`src/rtl/dacbus_pkg.sv`:
```
// Package: shared command and state encodings for the DAC bus sequencer,
// plus the nanosecond-to-cycle conversion used to size every bus phase.
package dacbus_pkg;

    typedef enum logic [1:0] {
        OP_WRITE  = 2'b00,
        OP_WRLOAD = 2'b01,
        OP_UPDATE = 2'b10,
        OP_CLEAR  = 2'b11
    } op_e;

    typedef enum logic [2:0] {
        ST_IDLE,
        ST_SETUP,
        ST_STROBE,
        ST_HOLD,
        ST_TAIL,
        ST_UPD,
        ST_CLR
    } st_e;

    // Round a nanosecond minimum up to whole clock cycles, never below one.
    function automatic int ns_to_cyc(input int ns, input int clk_ns);
        int c;
        c = (ns + clk_ns - 1) / clk_ns;
        return (c < 1) ? 1 : c;
    endfunction

    function automatic int max3(input int a, input int b, input int c);
        int m;
        m = (a > b) ? a : b;
        return (m > c) ? m : c;
    endfunction

endpackage

```
`src/rtl/dacbus_timer.sv`:
```
// Module: dacbus_timer
// Down-counter that times each bus phase. A load presets the count. It then
// decrements to zero and stays there. Assumes the controller loads N-1 for
// an N-cycle phase and moves on in the cycle where `zero` is high.
module dacbus_timer #(
    parameter int CNT_W = 4
) (
    input  logic             clk,
    input  logic             rst_n,
    input  logic             load,
    input  logic [CNT_W-1:0] load_val,
    output logic             zero
);

    logic [CNT_W-1:0] cnt;

    // Preset on load, otherwise count down and stop at zero.
    always_ff @(posedge clk) begin
        if (!rst_n)
            cnt <= '0;
        else if (load)
            cnt <= load_val;
        else if (cnt != '0)
            cnt <= cnt - 1'b1;
    end

    assign zero = (cnt == '0);

    // Without a new preset the count must not wrap below zero (phase lengths, R3).
    assert_timer_floor_R3: assert property (@(posedge clk) disable iff (!rst_n)
        (zero && !load) |=> zero);

endmodule

```
`src/rtl/dacbus_conv.sv`:
```
// Module: dacbus_conv
// Purely combinational decode of one incoming command. It converts a
// two's-complement value to offset binary by inverting the top bit, and it
// turns the channel number into a one-hot mask of its converter pair.
// Assumes channels 2i and 2i+1 share pair i.
module dacbus_conv #(
    parameter int CH_W   = 3,
    parameter int DATA_W = 13,
    parameter int PAIRS  = 4
) (
    input  logic [DATA_W-1:0] raw,
    input  logic              twos,
    input  logic [CH_W-1:0]   chan,
    output logic [DATA_W-1:0] code,
    output logic [PAIRS-1:0]  pair_sel
);

    localparam int PAIR_W = (CH_W > 1) ? CH_W - 1 : 1;

    logic [PAIR_W-1:0] pair_idx;

    // Adding half scale modulo full scale is a flip of the sign bit.
    always_comb begin
        code = raw;
        code[DATA_W-1] = raw[DATA_W-1] ^ twos;
    end

    assign pair_idx = PAIR_W'(chan >> 1);

    // One compare per pair gives the one-hot pair select.
    for (genvar p = 0; p < PAIRS; p++) begin : g_pair
        assign pair_sel[p] = (pair_idx == PAIR_W'(p));
    end

endmodule

```
`src/rtl/dacbus_fsm.sv`:
```
// Module: dacbus_fsm
// Sequences each command onto the bus through registered strobe outputs.
// A write drives address and data, waits one cycle, holds chip select and
// write low together for WCYC cycles, then keeps address and data for one
// more cycle. A write-with-load also holds its pair strobe for LCYC cycles
// after write rises. An update pulses the masked pair strobes, and a clear
// pulses the clear line alone. Assumes the timer preset follows `tmr_load`.
module dacbus_fsm
    import dacbus_pkg::*;
#(
    parameter int CH_W   = 3,
    parameter int DATA_W = 13,
    parameter int PAIRS  = 4,
    parameter int CNT_W  = 4,
    parameter int W_CYC  = 7,
    parameter int L_CYC  = 7,
    parameter int C_CYC  = 13
) (
    input  logic              clk,
    input  logic              rst_n,
    input  logic              cmd_valid,
    input  logic [1:0]        cmd_op,
    input  logic [CH_W-1:0]   cmd_chan,
    input  logic [DATA_W-1:0] code,
    input  logic [PAIRS-1:0]  pair_sel,
    input  logic [PAIRS-1:0]  cmd_mask,
    input  logic              tmr_zero,
    output logic              tmr_load,
    output logic [CNT_W-1:0]  tmr_val,
    output logic              cmd_ready,
    output logic              busy,
    output logic              cs_n,
    output logic              wr_n,
    output logic [CH_W-1:0]   addr,
    output logic [DATA_W-1:0] data,
    output logic [PAIRS-1:0]  ld_n,
    output logic              clr_n
);

    localparam logic [CNT_W-1:0] W_PRE = CNT_W'(W_CYC - 1);
    localparam logic [CNT_W-1:0] L_PRE = CNT_W'(L_CYC - 1);
    localparam logic [CNT_W-1:0] C_PRE = CNT_W'(C_CYC - 1);

    st_e              state;
    op_e              op_q;
    logic [PAIRS-1:0] pair_q;
    op_e              op_in;

    assign op_in     = op_e'(cmd_op);
    assign cmd_ready = (state == ST_IDLE);
    assign busy      = !cmd_ready;

    // Choose when and with what the phase timer is preset.
    always_comb begin
        tmr_load = 1'b0;
        tmr_val  = '0;
        unique case (state)
            ST_IDLE: begin
                if (cmd_valid && op_in == OP_UPDATE) begin
                    tmr_load = 1'b1;
                    tmr_val  = L_PRE;
                end else if (cmd_valid && op_in == OP_CLEAR) begin
                    tmr_load = 1'b1;
                    tmr_val  = C_PRE;
                end
            end
            ST_SETUP: begin
                tmr_load = 1'b1;
                tmr_val  = W_PRE;
            end
            ST_STROBE: begin
                if (tmr_zero && op_q == OP_WRLOAD) begin
                    tmr_load = 1'b1;
                    tmr_val  = L_PRE;
                end
            end
            default: ;
        endcase
    end

    // Step the sequence and update the registered bus outputs.
    always_ff @(posedge clk) begin
        if (!rst_n) begin
            state  <= ST_IDLE;
            op_q   <= OP_WRITE;
            pair_q <= '0;
            cs_n   <= 1'b1;
            wr_n   <= 1'b1;
            ld_n   <= '1;
            clr_n  <= 1'b1;
            addr   <= '0;
            data   <= '0;
        end else begin
            unique case (state)
                ST_IDLE: begin
                    if (cmd_valid) begin
                        op_q <= op_in;
                        unique case (op_in)
                            OP_WRITE, OP_WRLOAD: begin
                                addr   <= cmd_chan;
                                data   <= code;
                                pair_q <= pair_sel;
                                state  <= ST_SETUP;
                            end
                            OP_UPDATE: begin
                                ld_n  <= ~cmd_mask;
                                state <= ST_UPD;
                            end
                            default: begin
                                clr_n <= 1'b0;
                                state <= ST_CLR;
                            end
                        endcase
                    end
                end
                ST_SETUP: begin
                    cs_n <= 1'b0;
                    wr_n <= 1'b0;
                    if (op_q == OP_WRLOAD)
                        ld_n <= ~pair_q;
                    state <= ST_STROBE;
                end
                ST_STROBE: begin
                    if (tmr_zero) begin
                        cs_n  <= 1'b1;
                        wr_n  <= 1'b1;
                        state <= (op_q == OP_WRLOAD) ? ST_TAIL : ST_HOLD;
                    end
                end
                ST_HOLD: begin
                    state <= ST_IDLE;
                end
                ST_TAIL: begin
                    if (tmr_zero) begin
                        ld_n  <= '1;
                        state <= ST_IDLE;
                    end
                end
                ST_UPD: begin
                    if (tmr_zero) begin
                        ld_n  <= '1;
                        state <= ST_IDLE;
                    end
                end
                ST_CLR: begin
                    if (tmr_zero) begin
                        clr_n <= 1'b1;
                        state <= ST_IDLE;
                    end
                end
                default: state <= ST_IDLE;
            endcase
        end
    end

    // Idle means every strobe is released.
    assert_idle_quiet_R1: assert property (@(posedge clk) disable iff (!rst_n)
        cmd_ready |-> (cs_n && wr_n && clr_n && (&ld_n)));

    // Ready only drops because a command was offered.
    assert_ready_drop_R2: assert property (@(posedge clk) disable iff (!rst_n)
        $fell(cmd_ready) |-> $past(cmd_valid));

    // Address and data hold still while chip select stays low.
    assert_bus_stable_R4: assert property (@(posedge clk) disable iff (!rst_n)
        (!cs_n && $past(!cs_n)) |-> ($stable(addr) && $stable(data)));

    // A load strobe that overlaps the write outlives the write strobe.
    assert_load_tail_R8: assert property (@(posedge clk) disable iff (!rst_n)
        ($rose(wr_n) && !(&$past(ld_n))) |-> !(&ld_n));

    // The clear pulse runs with every other strobe released.
    assert_clear_alone_R9: assert property (@(posedge clk) disable iff (!rst_n)
        !clr_n |-> (cs_n && wr_n && (&ld_n)));

endmodule

```
`src/rtl/dacbus_seq.sv`:
```
// Module: dacbus_seq (top)
// Host-side sequencer for the parallel bus of an octal double-buffered DAC.
// Turns the nanosecond minimums into cycle counts, decodes each command and
// runs it through the strobe state machine. Assumes the bus is not shared
// and that CLK_NS is the true clock period.
module dacbus_seq
    import dacbus_pkg::*;
#(
    parameter int CLK_NS    = 8,
    parameter int CH_W      = 3,
    parameter int DATA_W    = 13,
    parameter int T_CSWR_NS = 50,
    parameter int T_LD_NS   = 50,
    parameter int T_CLR_NS  = 100,
    parameter int T_DSU_NS  = 20,
    parameter int T_ASU_NS  = 10
) (
    input  logic                     clk,
    input  logic                     rst_n,
    input  logic                     cmd_valid,
    output logic                     cmd_ready,
    input  logic [1:0]               cmd_op,
    input  logic [CH_W-1:0]          cmd_chan,
    input  logic [DATA_W-1:0]        cmd_data,
    input  logic                     cmd_twos,
    input  logic [2**CH_W/2-1:0]     cmd_mask,
    output logic                     busy,
    output logic                     cs_n,
    output logic                     wr_n,
    output logic [CH_W-1:0]          addr,
    output logic [DATA_W-1:0]        data,
    output logic [2**CH_W/2-1:0]     ld_n,
    output logic                     clr_n
);

    localparam int PAIRS = 2**CH_W / 2;
    localparam int W_CYC = max3(ns_to_cyc(T_CSWR_NS, CLK_NS),
                                ns_to_cyc(T_DSU_NS, CLK_NS),
                                ns_to_cyc(T_ASU_NS, CLK_NS));
    localparam int L_CYC = ns_to_cyc(T_LD_NS, CLK_NS);
    localparam int C_CYC = ns_to_cyc(T_CLR_NS, CLK_NS);
    localparam int CNT_W = $clog2(max3(W_CYC, L_CYC, C_CYC) + 1);

    logic [DATA_W-1:0] code;
    logic [PAIRS-1:0]  pair_sel;
    logic              tmr_load;
    logic              tmr_zero;
    logic [CNT_W-1:0]  tmr_val;

    dacbus_conv #(
        .CH_W   (CH_W),
        .DATA_W (DATA_W),
        .PAIRS  (PAIRS)
    ) u_conv (
        .raw      (cmd_data),
        .twos     (cmd_twos),
        .chan     (cmd_chan),
        .code     (code),
        .pair_sel (pair_sel)
    );

    dacbus_timer #(
        .CNT_W (CNT_W)
    ) u_timer (
        .clk      (clk),
        .rst_n    (rst_n),
        .load     (tmr_load),
        .load_val (tmr_val),
        .zero     (tmr_zero)
    );

    dacbus_fsm #(
        .CH_W   (CH_W),
        .DATA_W (DATA_W),
        .PAIRS  (PAIRS),
        .CNT_W  (CNT_W),
        .W_CYC  (W_CYC),
        .L_CYC  (L_CYC),
        .C_CYC  (C_CYC)
    ) u_fsm (
        .clk       (clk),
        .rst_n     (rst_n),
        .cmd_valid (cmd_valid),
        .cmd_op    (cmd_op),
        .cmd_chan  (cmd_chan),
        .code      (code),
        .pair_sel  (pair_sel),
        .cmd_mask  (cmd_mask),
        .tmr_zero  (tmr_zero),
        .tmr_load  (tmr_load),
        .tmr_val   (tmr_val),
        .cmd_ready (cmd_ready),
        .busy      (busy),
        .cs_n      (cs_n),
        .wr_n      (wr_n),
        .addr      (addr),
        .data      (data),
        .ld_n      (ld_n),
        .clr_n     (clr_n)
    );

endmodule

```
`config.mk`:
```
export PLATFORM = sky130hd
export DESIGN_NAME = dacbus_seq
export DESIGN_NICKNAME = d
export VERILOG_FILES = /design/src/rtl/dacbus_pkg.sv /design/src/rtl/dacbus_timer.sv /design/src/rtl/dacbus_conv.sv /design/src/rtl/dacbus_fsm.sv /design/src/rtl/dacbus_seq.sv
export SDC_FILE = /design/constraint.sdc
export NUM_CORES = 1
export LEC_CHECK = 0
export CAP_MARGIN = 25
export CORE_MARGIN = 2
export CORE_UTILIZATION = 35
export DETAILED_ROUTE_END_ITERATION = 8
export DONT_BUFFER_PORTS = 1
export SLEW_MARGIN = 20
export SYNTH_ARGS = -nofsm -noshare
export SYNTH_HDL_FRONTEND = slang
export SYNTH_HIERARCHICAL = 1
export SYNTH_SLANG_ARGS = --single-unit
```
`constraint.sdc`:
```
create_clock -name clk -period 2.6 [get_ports clk]
set_clock_uncertainty 0.15 [all_clocks]
set_input_delay 0.39 -clock clk [delete_from_list [all_inputs] [get_ports clk]]
set_output_delay 0.39 -clock clk [all_outputs]
set_load 0.02 [all_outputs]
```
# Word level (Yosys, flattened, before mapping)
# Index checks and enable logic that the tools add are counted.
# word_totals
ff_bits	35
word_cells	82
in_bits	26
output_inout_bits	25
# classes
eq_ne	20
reduce_logical	23
n_addsub	1
muxes	26
bitwise	3
# op_table
op	n
$mux W4	8
$pmux W4 S3	2
$mux W3	5
$pmux W3 S4	1
$ne A2 B1 Y1 const B	5
$eq A3 B3 Y1 const B	3
$eq A2 B2 Y1 const B	4
$not A4 Y4	2
$eq A2 B1 Y1 const B	3
$mux W1	6
$ne A2 B2 Y1 const B	3
$pmux W3 S2	1
$reduce_and A3 Y1	2
$reduce_bool A2 Y1	3
$reduce_or A3 Y1	2
$reduce_and A5 Y1	1
$logic_not A2 Y1	2
$logic_not A4 Y1	1
$pmux W1 S2	2
$reduce_and A2 Y1	2
$reduce_and A4 Y1	1
$reduce_bool A4 Y1	1
$reduce_or A2 Y1	2
$sub A4 B1 Y4 const B	1
8 further kinds	10

# Depth between registers and ports, before layout
# logic_depth
depth_word	6
mapped_depth	10
mapped_depth_nobuf	9

# By module
# Netlist, hierarchy kept.
# modules_own_cells
mod	instances	seq_area_each_um2	cells_each	area_each_um2
dacbus_fsm	1	620.6	180	1532.7
dacbus_timer	1	80.1	23	230.2
dacbus_conv	1	0.0	17	125.1

# Worst setup path before layout
# Ideal clock, no wire load.
# synth_timing
path_type	reg-to-reg
start	reg u_fsm.state[2]
end	reg u_timer.cnt[2]
slack_ps	522
arrival_time_ps	1869
path_stages_with_launch	8
synth_period_minus_slack_ps	2078
cell_sequence	dfxtp_1 -> buf_2 -> nor3_1 -> nand3_1 -> nand2_1 -> buf_4 -> nand2b_1 -> o211a_1
# synth_via
elab_chain_len	3
# synth_lines
item	line	source
start: declaration	dacbus_fsm.sv:44	st_e state;
start signal: assignment	dacbus_fsm.sv:127	state <= (op_q == OP_WRLOAD) ? ST_TAIL : ST_HOLD;
$logic_not A3 Y1 *	--	
via cmd_ready	dacbus_seq.sv:21	output logic cmd_ready,
$pmux W1 S3 *	dacbus_fsm.sv:57	unique case (state)
via tmr_load	dacbus_seq.sv:46	logic tmr_load;
$mux W4 or $reduce_bool A2 Y1 (tied branches)	--	
end signal: assignment	dacbus_timer.sv:22	cnt <= load_val;
end signal: assignment	dacbus_timer.sv:24	cnt <= cnt - 1'b1;
end: declaration	dacbus_timer.sv:15	logic [CNT_W-1:0] cnt;
# Mark *: on every way through the listed nets, which the timed path passes. The rest lies on a longest branch.
# A chain may end at the register's enable or synchronous reset.

# Worst setup path after layout
# layout_timing
start	reg u_timer.cnt[0]
end	reg u_fsm.state[1]
# layout_via
elab_chain_len	3
# layout_lines
item	line	source
$logic_not A4 Y1 *	dacbus_timer.sv:27	assign zero = (cnt == '0);
via tmr_zero	dacbus_seq.sv:47	logic tmr_zero;
$ne A2 B1 Y1 (no line)	--	
$reduce_and A3 Y1 (no line) *	--	
# Marked as above.

==> flow_metrics.py <==
metrics = {
    "routing": {
        "routed_wl_mm": 3.61,
        "drtAntennaViolNets": 0,
        "drt_iter0_drc": 85,
        "wire_per_inst_um": 13.3,
        "post_drt_via_cell_ratio": 4.98,
        "vias": 1354,
        "first_pass_iters": 4,
        "drc_errors": 0,
    },
    "global_route": {
        "grt_max_degree": 40,
        "grt_pass1_vias": 1314,
        "met1_usage_pct": 15.1,
        "grtUsageMet2_pct": 20.8,
        "top_usage_layer": "met2",
        "grt_antenna_before_repair": 0,
        "grt_usage_pct": 12.8,
        "grt_use_met3_pct": 5.00,
        "grt_overflow": 0,
        "grt_pass1_wl_mm": 6.15,
    },
    "timing": {
        "timing.fmax_ghz": 0.479,
        "setup_viol": 0,
        "worst_pin_slew_ps": 588,
        "min_period_ps": 2090,
        "period_share_pct": 80.3,
        "rsz0062_at_grt": "no",
        "fin_tns_setup_ps": 0,
        "hold_viol_final": 0,
        "relSlewSlack_pct": 60.7,
        "drv_slew": 0,
    },
    "clock_tree": {
        "cts.sinks": 35,
        "path_clk_slew_ps": 70,
        "post_cts_buffers": 0,
        "clk_latency_ps": 290,
        "h-tree-depth": 2,
        "cts_tree": "done",
        "cts_root_buffer": "clkbuf_8",
        "ctsResizeCount": 0,
        "cts_hold_buf": 0,
        "clk_path_buf_depth": 2,
        "cts_buffers": 5,
    },
    "floorplanning": {
        "die_y_um": 77.4,
        "initial_core_util_pct": 36.5,
        "row_count": 26,
        "dieArea_sq_um": 6000,
        "die_w_um": 77.4,
        "core-area_sq_um": 5170,
        "io_pins": 51,
    },
    "yosys": {
        "synth_top_area_cell": "dfxtp_1",
        "synthTopCellsByArea": "dfxtp_1, a21boi_2, nand2_1, buf_4, nor2b_1",
        "synth_fp_nets": 247,
        "synth.distinct_cells": 42,
        "synth_area_per_cell_sq_um": 8.58,
        "ys_seq_area_share_pct": 37.1,
        "netlist_area_sq_um": 1890,
        "ys.flop_type": "dfxtp_1",
        "synth-async-reset-ratio_pct": 0,
        "yosysWarnings": 6,
        "synth_edf_count": 0,
        "synth_common_cells": "nand2_1, dfxtp_1, a21boi_2",
        "synth_top_area_share_pct": 37.1,
        "syn-instance-count": 220,
        "yosysMostFrequentCell": "nand2_1",
        "ys_seq_elements": 35,
    },
    "worst_setup_path": {
        "cpMaxStageDelayCell": "nor3b_4",
        "crit_fanout": 8,
        "ff2ff_setup_slack_ps": 510,
        "critPathArrivalTime_ps": 2120,
        "crit_chain": "inv_1, ha_1, nor3b_4, nor3b_1, nor3_1, o311ai_0, and3_1",
        "cpPeakStageDelay_ps": 380,
        "cp-start-kind": "flip-flop",
        "critical_path.top_delay_family": "simple AND/OR/NAND/NOR gates",
        "endpoint_kind": "flip-flop",
        "crit_buf_inv": 1,
        "crit_type": "reg2reg",
        "crit_required_ps": 2640,
    },
    "outcome": {
        "status": "complete, no violations",
    },
    "final_layout": {
        "multiInputGateArea_sq_um": 983,
        "fin_nets": 229,
        "utilization_pct": 37.0,
        "seq_area_sq_um": 701,
        "fillCellCount": 536,
        "diodes": 0,
        "drive_gt1_share_pct": 18.8,
        "syn_to_final_growth_pct": 1.26,
    },
    "power_and_ir_drop": {
        "pwr-share-comb_pct": 34.7,
        "power_mw": 2.07,
        "switchingPower_uw": 817,
        "swShare_pct": 39.5,
        "clockPowerShare_pct": 22.9,
        "ir_drop_mv": 0.378,
        "p_leak_nw": 0.673,
        "internal-power_mw": 1.25,
        "seqPwrFrac_pct": 42.4,
        "power.density_nw_per_um2": 1080,
    },
    "placement": {
        "dpl.hpwl_mm": 2.56,
        "io_buffers": 0,
        "gp_congestion": 0.837,
    },
    "hold_path": {
        "hp-class": "in2reg",
    },
    "job": {
        "cap_violations": 0,
    },
}
[power by group through the flow]
stage / sequential [mW] / clock [mW] / combinational (mW)
2_1_floorplan: 0.794 / 0 / 0.741
3_3_place_gp: 0.886 / 0 / 0.715
3_5_place_dp: 0.889 / 0 / 0.721
4_1_cts: 0.876 / 0.492 / 0.724
5_1_grt: 0.898 / 0.507 / 0.816
6_report: 0.877 / 0.474 / 0.717
[sequential cells by signal (all words and copies together) (netlist names)]
register,cells
u_fsm/addr,3
u_fsm/clr_n,1
u_fsm/data,13
u_fsm/ld_n,4
u_fsm/op_q,2
u_fsm/pair_q,4
u_fsm/state,3
u_fsm/wr_n,1
u_timer/cnt,4
[cells by family (layout without fill, tap and decap cells)]
kind of cell / after synthesis / count (layout) / share of synthesized area [%]
AOI/OAI and AO/OA: 44 / 44 / 20.2
xor gates and xnor gates: 3 / 3 / 1.39
adders and majority gates: 1 / 1 / 0.663
buffers and inverters: 32 / 14 / 10.8
DFF: 35 / 35 / 37.1
muxes: 7 / 7 / 3.84
other: 1 / 1 / 0.199
and+or+nand+nor: 97 / 97 / 25.8
[final timing paths]
path / startpoint / end / depth (start not counted)
min reg2reg: u_fsm/pair_q[1] / u_fsm/pair_q[1] / 2
min: rst_n / u_fsm/wr_n / 1
max reg2reg: u_timer/cnt[0] / u_fsm/state[1] / 7
max: u_timer/cnt[0] / u_fsm/state[1] / 7
[metal layers]
| metal | wire, um | vias to the layer above |
|---|---|---|
| met1 | 1610 | 633 |
| li1 | - | 683 |
| met3 | 263 | 5 |
| met2 | 1680 | 33 |
| met5 | 0 | - |
| met4 | 60 | 0 |
[layout by cell type, fill, tap and decap left out, types with 4 or more instances in the layout]
cell,Yosys,final
nand2_1,49,49
dfxtp_1,35,35
a21boi_2,20,20
nor2b_1,10,10
nor2_1,8,8
nand3_1,8,8
o21ai_0,6,6
clkbuf_8,0,5
inv_1,5,5
nand2b_1,5,5
a21oi_1,5,5
mux2i_1,5,5
nor3_1,4,4
[stage by stage]
step                      setup slack, ps  instances  hold slack (ps)  instance area (sq um)
after global routing                  228        272             40.2                   1910
after detailed placement              511        265              312                   1810
after global placement                580        265              310                   1810
after CTS                             503        272             33.5                   1910
after floorplan                       522        220              298                   1890
final                                 513        272             46.8                   1910
[final cells by class]
class / count / share of cell area, %
clock buffer: 5 / 3.60
clock inverter: 2 / 1.96
sequential: 35 / 36.6
multi-input combinational: 153 / 51.4
tap: 70 / 4.58
timing repair buffer: 2 / 0.785
inverter: 5 / 0.982
Note: power is estimated with default switching activity, not from simulation.
